File: config.mk
export PLATFORM = sky130hd
export DESIGN_NAME = cr_cascade_reduce
export DESIGN_NICKNAME = d
export VERILOG_FILES = /design/src/rtl/cr_red_pkg.sv /design/src/rtl/cr_red_step.sv /design/src/rtl/cr_red_ctrl.sv /design/src/rtl/cr_cascade_reduce.sv
export SDC_FILE = /design/constraint.sdc
export NUM_CORES = 1
export LEC_CHECK = 0
export BUFFER_PORTS_ARGS = -buffer_cell sky130_fd_sc_hd__buf_2
export CAP_MARGIN = 20
export CORE_ASPECT_RATIO = 0.75
export CORE_MARGIN = 8
export CORE_UTILIZATION = 56
export CTS_BUF_LIST = sky130_fd_sc_hd__clkbuf_4 sky130_fd_sc_hd__clkbuf_8
export DETAILED_ROUTE_END_ITERATION = 8
export HOLD_SLACK_MARGIN = 0.05
export PLACE_DENSITY = 0.82
export SKIP_LAST_GASP = 1
export SLEW_MARGIN = 20
export SYNTH_ARGS = -nofsm -noshare
export SYNTH_HDL_FRONTEND = slang
export SYNTH_SLANG_ARGS = --single-unit
File: constraint.sdc
create_clock -name clk -period 4.95 [get_ports clk]
set_input_delay 0.99 -clock clk [delete_from_list [all_inputs] [get_ports clk]]
set_output_delay 0.99 -clock clk [all_outputs]
set_load 0.1 [all_outputs]
File: src/rtl/cr_red_pkg.sv
// Shared types for the condition-bit reduction cascade.
// Assumes a two-bit operation code, where the spare code aliases XOR.
package cr_red_pkg;

    typedef enum logic [1:0] {
        OP_AND = 2'b00,
        OP_OR  = 2'b01,
        OP_XOR = 2'b10,
        OP_RSV = 2'b11
    } red_op_e;

    // Apply one reduction operation to two condition bits.
    function automatic logic red_apply(input red_op_e f, input logic a, input logic b);
        case (f)
            OP_AND:  red_apply = a & b;
            OP_OR:   red_apply = a | b;
            default: red_apply = a ^ b;
        endcase
    endfunction

endpackage

File: src/rtl/cr_red_step.sv
// One cascade step: combines element idx with element idx+1.
// Assumes an idx+1 beyond the vector reads as 0. The top never
// produces this, because len < NBITS.
module cr_red_step
    import cr_red_pkg::*;
#(
    parameter int NBITS = 32,
    localparam int IW = $clog2(NBITS)
) (
    input  logic [NBITS-1:0] vec,
    input  logic [IW-1:0]    idx,
    input  red_op_e          f,
    output logic             nb
);
    logic [IW:0] idx_up;
    logic        a_bit;
    logic        b_bit;

    // Select the destination bit and its upper neighbour, then combine them.
    always_comb begin
        idx_up = {1'b0, idx} + {{IW{1'b0}}, 1'b1};
        a_bit  = vec[idx];
        b_bit  = (idx_up < (IW+1)'(NBITS)) ? vec[idx_up[IW-1:0]] : 1'b0;
        nb     = red_apply(f, a_bit, b_bit);
    end
endmodule

File: src/rtl/cr_red_ctrl.sv
// Sequencer for the cascade: step counter, element index and direction.
// Assumes that start is honoured only while idle and that len = 0 needs no steps.
module cr_red_ctrl #(
    parameter int NBITS = 32,
    localparam int IW = $clog2(NBITS)
) (
    input  logic          clk,
    input  logic          rst_n,
    input  logic          start,
    input  logic [IW-1:0] len,
    input  logic          rev,
    output logic          busy,
    output logic          load,
    output logic          last,
    output logic [IW-1:0] idx
);
    logic [IW-1:0] left;
    logic          down;

    // Accept a new run only when idle.
    assign load = start & ~busy;
    // The current step is the final one of the run.
    assign last = busy && (left == {{(IW-1){1'b0}}, 1'b1});

    // Track the remaining steps, the index and the walk direction.
    always_ff @(posedge clk) begin
        if (!rst_n) begin
            busy <= 1'b0;
            left <= '0;
            idx  <= '0;
            down <= 1'b0;
        end else if (load) begin
            if (len != '0) begin
                busy <= 1'b1;
                left <= len;
                idx  <= rev ? len - 1'b1 : '0;
                down <= rev;
            end
        end else if (busy) begin
            left <= left - 1'b1;
            idx  <= down ? idx - 1'b1 : idx + 1'b1;
            if (last) busy <= 1'b0;
        end
    end
endmodule

File: src/rtl/cr_cascade_reduce.sv
// Top of the condition-bit reduction cascade. It holds the working vector,
// applies one step per cycle at the index the sequencer gives, and
// registers the result bit and the done pulse.
// Assumes op and rev are sampled only at start. The operation is latched.
module cr_cascade_reduce
    import cr_red_pkg::*;
#(
    parameter int NBITS = 32,
    localparam int IW = $clog2(NBITS)
) (
    input  logic             clk,
    input  logic             rst_n,
    input  logic             start,
    input  logic [NBITS-1:0] vec_in,
    input  logic [IW-1:0]    len,
    input  logic [1:0]       op,
    input  logic             rev,
    output logic             busy,
    output logic             done,
    output logic             red_bit,
    output logic [NBITS-1:0] trace
);
    logic [NBITS-1:0] work;
    red_op_e          f_q;
    logic             load;
    logic             last;
    logic [IW-1:0]    idx;
    logic             nb;

    cr_red_ctrl #(.NBITS(NBITS)) u_ctrl (
        .clk(clk), .rst_n(rst_n), .start(start), .len(len), .rev(rev),
        .busy(busy), .load(load), .last(last), .idx(idx)
    );

    cr_red_step #(.NBITS(NBITS)) u_step (
        .vec(work), .idx(idx), .f(f_q), .nb(nb)
    );

    // Load the vector, write back one step per cycle, and flag completion.
    always_ff @(posedge clk) begin
        if (!rst_n) begin
            work    <= '0;
            f_q     <= OP_AND;
            red_bit <= 1'b0;
            done    <= 1'b0;
        end else begin
            done <= 1'b0;
            if (load) begin
                work <= vec_in;
                f_q  <= red_op_e'(op);
                if (len == '0) begin
                    done    <= 1'b1;
                    red_bit <= vec_in[0];
                end
            end else if (busy) begin
                work[idx] <= nb;
                if (last) begin
                    done    <= 1'b1;
                    red_bit <= nb;
                end
            end
        end
    end

    assign trace = work;
endmodule

==> summary.md, run 1 <==
| Metric | Value |
|---|---|
| RSZ-0062 raised after global routing | `no` |
| Initial Util | `a little under three fifths` |
| Post-synthesis xor/xnor area fraction | `under 10%` |
| NetSw | `approximately 0.52 mW` |
| Filler instances | `approximately 540` |
| Post-Route Setup TNS | `0 ns` |
| Most Used Layer, Global Route | `met2` |
| CTS max path bufs | `2` |
| Final std cells w/o fill | `about 560` |
| Hold Path Cell Cnt | `2` |
| Worst flop-to-flop path endpoint | `trace[31]$_SDFFE_PN0P_` |
| Ys async rst share | `0%` |
| Layout net count | `between 500 and 600` |
| # hold bufs at CTS | `0` |
| Die ar. | `about 9000 um^2` |
| Flop pwr share | `about 39%` |
| Largest net degree at the start of global routing | `48` |
| DRT iter0 DRCs | `roughly 330` |
| Max cap viols | `0` |
| #FFs+latches synth | `between 40 and 50` |
| Syn Inst Count | `approximately 430` |
| Post-synthesis sequential area ratio | `between 20% and 30%` |
| Worst Hold Launch | `u_ctrl.left[4]$_SDFFE_PN0P_` |
| Post-synthesis cell area | `3480 um^2` |
| Crit path max fanout | `16` |
| # resized after CTS | `0` |
| Skew-Pair Late Insertion Delay | `a little over 0.3 ns` |
| M3 GR Usage | `about 7%` |
| Compound-Gate Fraction of Synth Area | `around 28%` |
| Critical path type | `reg2reg` |
| Primary FF master, synth | `dfxtp_1` |
| Vias after detailed routing | `between 3000 and 4000` |
| Clock Tree Root | `clkbuf_8` |
| DRC viols | `0` |
| Antenna Nets Post-Route | `0` |
| Num ports | `78` |
| Placed cell count | `555` |
| Final wirelength | `11.1 mm` |
| Final critical-path share of the clock period | `around four fifths` |
| Fraction of layout instances using a drive strength above 1 | `a little under a quarter` |
| Normalized max-slew margin | `a little under a third` |
| CTS Buf Count | `5` |
| Setup WS post-layout | `1.07 ns` |
| Port buffer count | `77` |
| Pre-CTS setup slack | `between 1 and 1.5 ns` |
| TritonCTS clock tree | `done` |
| Routability Congestion | `roughly 0.94` |
| Worst path max stage delay | `0.68 ns` |
| Core area | `around 6200 um^2` |
| Hold EP | `u_ctrl.left[4]$_SDFFE_PN0P_` |
| Sw frac | `roughly 44%` |
| Clk slew on worst S/H paths | `~0.10 ns` |
| CP delay by family, top | `compound AO/OA/AOI/OAI gates` |
| Synth cell types | `a little over 60` |
| Setup slack, reg-to-reg | `between 1 and 1.5 ns` |
| Lkg Pwr | `between 1.5 and 2 nW` |
| Post-synthesis mux area share | `10.1%` |
| Combinational power share | `between 40% and 50%` |
| Syn nets | `486` |
| Antenna violations before repair | `0` |
| Area share of the largest cell type after synthesis | `27.6%` |
| Largest family of logic cells by synthesized area | `compound AO/OA/AOI/OAI gates` |
| Clock network fraction of total power | `about a fifth` |
| Maximum vdd drop | `around 170 uV` |
| Minimum clock period | `between 3 and 4 ns` |
| H-tree depth | `2` |
| Synth top area cells | `dfxtp_1 28%, nand2_1 7.5%, mux4_2 5.8%` |
| Max frequency | `approximately 0.26 GHz` |
| Outcome | `finished clean` |
| Internal power | `around 0.67 mW` |
| Antenna Cells | `0` |
| DR vias/cell | `6.40` |
| Gr usage total | `about a quarter` |
| Pwr/cell area | `303 nW/um^2` |
| Met2 Usage GRT | `35.3%` |
| Worst-margin pin slew | `1.04 ns` |
| Vias in the first global route | `approximately 3400` |
| Global-route wire length before repair | `about 18 mm` |
| Clk sinks | `48` |
| Syn-to-layout area delta | `12.7%` |
| Final hold vios | `0` |
| Synthesized area per cell | `roughly 8.1 um^2` |
| Die X | `107 um` |
| HPWL after DPL | `just over 8 mm` |
| Global routing usage on met1 | `35.2%` |
| Num rows | `25` |
| Die height | `between 80 and 90 um` |
| EDFF count, synth | `0` |
| Iteration count of the initial detailed-routing pass | `5` |
| Worst setup SP type | `register` |
| Data arrival, critical path | `roughly 4.1 ns` |
| Slowest CP cell | `ha_1` |
| Synth Area in Adders | `about 5.2%` |
| Final setup viols | `0` |
| Worst min-delay path class | `reg2reg` |
| Crit path cell chain | `inv_1, ha_1, mux4_1, o2bb2a_1, o21ai_0, nand4_1, ha_1, nand2_1, o31a_1, nor2_1, a221oi_1, nor2_1` |
| Clock Skew | `~0.01 ns` |
| Total gr overflow | `0` |
| R2r startpoint | `u_ctrl.idx[1]$_SDFFE_PN0P_` |
| Yosys warnings | `0` |
| Postcts setup bufs | `0` |
| Simple-Gate Fraction of Synth Area | `a little under a fifth` |
| WP buf/inv | `1` |
| Worst path required time | `a little over 5 ns` |
| R2R depth | `12` |
| Crit. End Element | `register` |
| Max-slew violations | `0` |
| Drt wl/cell | `about 20 um` |
| Post-synth top area cell | `dfxtp_1` |
==> state kept, by name (all words and copies together) (netlist names) <==
register and count:
red_bit 1, u_ctrl.down 1, u_ctrl.left 5, u_ctrl.busy 1, done 1, f_q 2
trace 32, u_ctrl.idx 5
==> worst max-delay path by stage <==
stage                                    start  cells after the start                      to
floorplan           u_ctrl.idx[0]$_SDFFE_PN0P_                     18   trace[0]$_SDFFE_PN0P_
finish              u_ctrl.idx[1]$_SDFFE_PN0P_                     12  trace[31]$_SDFFE_PN0P_
CTS                 u_ctrl.idx[1]$_SDFFE_PN0P_                     12  trace[31]$_SDFFE_PN0P_
global placement    u_ctrl.idx[1]$_SDFFE_PN0P_                     12  trace[31]$_SDFFE_PN0P_
detailed placement  u_ctrl.idx[1]$_SDFFE_PN0P_                     12  trace[31]$_SDFFE_PN0P_
global route        u_ctrl.idx[1]$_SDFFE_PN0P_                     12  trace[19]$_SDFFE_PN0P_
==> cell families (layout without fill, tap and decap cells) <==
group / after synthesis / in the layout
flip-flops: 48 / 48
multiplexers: 19 / 19
AO/OA/AOI/OAI: 150 / 150
XOR/XNOR: 8 / 8
adder cells (fa/ha/maj): 14 / 14
buffers and inverters: 51 / 104
AND/OR/NAND/NOR: 139 / 139
==> through the flow <==
| stage | cell area [um^2] | power (mW) | utilization (%) | hold slack (ns) |
|---|---|---|---|---|
| 2_1_floorplan | 3480 | 0.839 | - | 0.445 |
| 3_3_place_gp | 3830 | 0.937 | 62.2 | 0.461 |
| 3_5_place_dp | 3840 | 0.946 | 62.3 | 0.475 |
| 4_1_cts | 3930 | 1.18 | 63.7 | 0.488 |
| 5_1_grt | 3930 | 1.25 | 63.7 | 0.532 |
| 6_report | 3930 | 1.19 | 63.7 | 0.485 |
==> power groups by stage <==
stage	clock [mW]	combinational [mW]	sequential, mW
floorplan	0	0.261	0.578
global placement	0	0.467	0.470
detailed placement	0	0.475	0.470
CTS	0.245	0.478	0.462
global route	0.263	0.520	0.468
finish	0.243	0.483	0.464
==> layout make-up <==
class,instances,area [um^2],area share (%)
Sequential cell,48,961,24.5
Multi-Input combinational cell,330,2300,58.6
Clock inverter,3,18.8,0.478
Tap cell,81,101,2.58
Inverter,14,52.6,1.34
Timing Repair Buffer,82,423,10.8
Clock buffer,5,68.8,1.75
==> routing by layer <==
| metal | vias to the layer above | routed length [um] |
|---|---|---|
| li1 | 1685 | - |
| met1 | 1682 | 4940 |
| met2 | 219 | 4790 |
| met3 | 20 | 1270 |
| met4 | 0 | 115 |
| met5 | - | 0 |
==> worst reg2reg max path, cell delays in order, from the launching register on <==
cell and delay, ns:
dfxtp_1 0.54, inv_1 0.16, ha_1 0.68, mux4_1 0.61
o2bb2a_1 0.29, o21ai_0 0.10, nand4_1 0.13, ha_1 0.29
nand2_1 0.09, o31a_1 0.30, nor2_1 0.21, a221oi_1 0.31
nor2_1 0.06
==> cell usage after synthesis (3+ instances only) <==
cell	number
dfxtp_1	48
mux4_2	9
nand2b_1	3
a311oi_1	3
buf_2	8
buf_4	4
and3_1	5
xor2_1	3
mux2i_1	7
a221oi_1	5
o21ai_0	34
ha_1	13
a21oi_1	23
xnor2_1	3
nand2_1	70
buf_1	3
nor3b_2	3
clkbuf_1	19
a21o_1	3
inv_1	14
nor2_1	24
mux4_1	3
nor3_1	5
nor2b_1	6
o211ai_1	3
a21boi_0	24
nand3_1	9
a2111oi_0	4
a31oi_1	29
==> cells in the final DEF, fill, tap and decap left out, types with 7 or more instances in the layout <==
cell      instances
a21boi_0         24
a21oi_1          23
a31oi_1          29
buf_2            77
dfxtp_1          48
ha_1             13
inv_1            13
mux2i_1           7
mux4_2            9
nand2_1          70
nand3_1           9
nor2_1           23
o21ai_0          34
(Power assumes the default switching activity.)
==> run 2: changes to the inputs <==
--- a/config.mk
+++ b/config.mk
@@ -9,11 +9,11 @@
 export CAP_MARGIN = 20
 export CORE_ASPECT_RATIO = 0.75
 export CORE_MARGIN = 8
-export CORE_UTILIZATION = 56
+export CORE_UTILIZATION = 51
 export CTS_BUF_LIST = sky130_fd_sc_hd__clkbuf_4 sky130_fd_sc_hd__clkbuf_8
 export DETAILED_ROUTE_END_ITERATION = 8
 export HOLD_SLACK_MARGIN = 0.05
-export PLACE_DENSITY = 0.82
+export PLACE_DENSITY = 0.79
 export SKIP_LAST_GASP = 1
 export SLEW_MARGIN = 20
 export SYNTH_ARGS = -nofsm -noshare
==> constraint.sdc (replaced) <==
create_clock -name clk -period 3.3 [get_ports clk]
set_input_delay 0.66 -clock clk [delete_from_list [all_inputs] [get_ports clk]]
set_output_delay 0.66 -clock clk [all_outputs]
set_load 0.1 [all_outputs]
==> run 2 against run 1 <==
Net effect:
- critical path depth rose by 3
- wire length up 3.2%
- combinational power grew 66%
- utilization fell by 1.6 points
- first-iteration DRC count grew 19%
- critical endpoint is now trace[7]$_SDFFE_PN0P_
- highest routed layer unchanged
==> summary.md, run 2 (same netlist as run 1, synthesis figures left out) <==
| Metric | Value |
|---|---|
| Clk slew on worst S/H paths | `0.11 ns (about the same)` |
| Clk sinks | `48 (unchanged)` |
| Die height | `87.6 um (+3.9%)` |
| H-tree depth | `2 (unchanged)` |
| Num rows | `26 (+4.0%)` |
| Data arrival, critical path | `3.41 ns (-0.67 ns)` |
| Worst-margin pin slew | `0.851 ns (-0.185 ns)` |
| HPWL after DPL | `8.67 mm (+6.6%)` |
| Layout net count | `562 (+4.5%)` |
| Outcome | `finished clean` |
| Metal3 WL | `1.12 mm (-12%)` |
| Max reg flops | `32 (unchanged)` |
| Final std cells w/o fill | `590 (+4.8%)` |
| Worst path required time | `3.56 ns (-1.58 ns)` |
| Iteration count of the initial detailed-routing pass | `5 (unchanged)` |
| Clock Tree Root | `clkbuf_8` |
| Routed met2 length | `5.18 mm (+8.2%)` |
| WP buf/inv | `3 (+2)` |
| Crit. End Element | `register` |
| Worst path max stage delay | `0.37 ns (-0.31 ns)` |
| Core area | `6700 um^2 (+8.8%)` |
| Largest net degree at the start of global routing | `39 (-19%)` |
| Syn-to-layout area delta | `19.5%` |
| Antenna violations before repair | `0 (unchanged)` |
| Die X | `111 um (+4.1%)` |
| Final critical-path share of the clock period | `95.5% (+17 points)` |
| CTS max path bufs | `2 (unchanged)` |
| Setup WS post-layout | `0.149 ns (-0.916 ns)` |
| Vias after detailed routing | `3680 (+2.1%)` |
| Worst min-delay path class | `reg2reg` |
| CP delay by family, top | `compound AO/OA/AOI/OAI gates` |
| Min Hold Slack | `0.513 ns (+0.0281 ns)` |
| Overall Power | `1.94 mW (+63%)` |
| Normalized max-slew margin | `43.2% (+13 points)` |
| Post-Route Setup TNS | `0 ns (unchanged)` |
| Most frequent cells in the layout | `77 x buf_2, 70 x nand2_1, 46 x dfxtp_1` |
| Skew-Pair Late Insertion Delay | `0.32 ns (about the same)` |
| DRT iter0 DRCs | `396 (+19%)` |
| Clock Skew | `0.0129 ns (+0.00259 ns)` |
| Antenna Nets Post-Route | `0 (unchanged)` |
| Vias in the first global route | `3493 (+3.6%)` |
| Crit path max fanout | `9 (-7)` |
| Die ar. | `9760 um^2 (+8.1%)` |
| Final core utilization | `62.1% (-1.6 points)` |
| Post-Route M1 WL | `5.09 mm (+2.9%)` |
| Gr usage total | `22.9% (-1.6 points)` |
| RSZ-0062 raised after global routing | `no` |
| Final setup viols | `0 (unchanged)` |
| Fin area | `4160 um^2 (+6.0%)` |
| Max cap viols | `0 (unchanged)` |
| Pre-CTS setup slack | `0.00279 ns (-1.10 ns)` |
| Routability Congestion | `0.966 (+2.3%)` |
| Pwr/cell area | `467 nW/um^2 (+54%)` |
| TritonCTS clock tree | `done` |
| Maximum vdd drop | `301 uV (+81%)` |
| Num ports | `78 (unchanged)` |
| Crit path cell chain | `ha_1, buf_12, xnor2_4, mux4_2, nand2_1, a211o_1, and4_1, ha_1, and2_1, o31a_1, buf_4, buf_4, a311oi_1, a21oi_1, nor2_1` |
| Fraction of layout instances using a drive strength above 1 | `27.7% (+4.6 points)` |
| Initial Util | `52.0% (-4.5 points)` |
| Commonest non-fill, non-tap cell in the layout | `buf_2` |
| Final wirelength | `11.5 mm (+3.2%)` |
| DRC viols | `0 (unchanged)` |
| Critical path type | `reg2reg` |
| Uppermost layer routed | `met4` |
| Minimum clock period | `3.15 ns (-0.734 ns)` |
| Global-route wire length before repair | `18.4 mm (+2.3%)` |
| Total gr overflow | `0 (unchanged)` |
| Placed cell count | `578 (+4.1%)` |
| Max frequency | `0.317 GHz (+23%)` |
| Final hold vios | `0 (unchanged)` |
| Max-slew violations | `0 (unchanged)` |
| Port buffer count | `77 (unchanged)` |
| Worst setup SP type | `register` |
| Drt wl/cell | `19.4 um (-1.5%)` |
| Placed Area | `4010 um^2 (+4.5%)` |
| DR vias/cell | `6.24 (-2.6%)` |
| Slowest CP cell | `dfxtp_2` |
| Lkg Pwr | `1.74 nW (+8.7%)` |
| Antenna Cells | `0 (unchanged)` |
| Filler instances | `601 (+11%)` |
| CTS Buf Count | `5 (unchanged)` |
run 2: metal layers:
layer / global-route usage, % / up-vias
met5: 0 / -
met4: 4.34 / 0
met3: 5.75 / 14
met2: 35.3 / 199
met1: 31.8 / 1747
li1: - / 1720
run 2: timing repair:
action | in CTS | in global routing
gates resized for setup | 0 | 5
hold buffers | 0 | 0
endpoints found under the setup margin | 6 | 31
setup buffers | 3 | 1
run 2: worst paths after layout:
kind	cells past startpoint	from	slack, ns	end
worst min register to register	2	u_ctrl.left[4]$_SDFFE_PN0P_	0.51	u_ctrl.left[4]$_SDFFE_PN0P_
worst max register to register	15	u_ctrl.idx[0]$_SDFFE_PN0P_	0.15	trace[7]$_SDFFE_PN0P_
worst max-delay path	15	u_ctrl.idx[0]$_SDFFE_PN0P_	0.15	trace[7]$_SDFFE_PN0P_
worst min-delay path	2	u_ctrl.left[4]$_SDFFE_PN0P_	0.51	u_ctrl.left[4]$_SDFFE_PN0P_
run 2: where the power goes:
part | switching (mW) | internal, mW
clock | 0.225 | 0.229
sequential | 0.0632 | 0.625
combinational | 0.523 | 0.278
total | 0.811 | 1.13
run 2: tightest hold or removal path: stages, from the launching register on:
cell     delay, ns
dfxtp_1       0.32
o21ai_0       0.08
a21oi_1       0.07
run 2: layout make-up:
cell class / instances / area (um^2) / area share [%]
Inverter: 14 / 52.6 / 1.26
Clock buffer: 5 / 68.8 / 1.65
Multi-Input combinational cell: 330 / 2310 / 55.4
Timing Repair Buffer: 106 / 616 / 14.8
Clock inverter: 3 / 47.5 / 1.14
Tap cell: 84 / 105 / 2.53
Sequential cell: 48 / 966 / 23.2
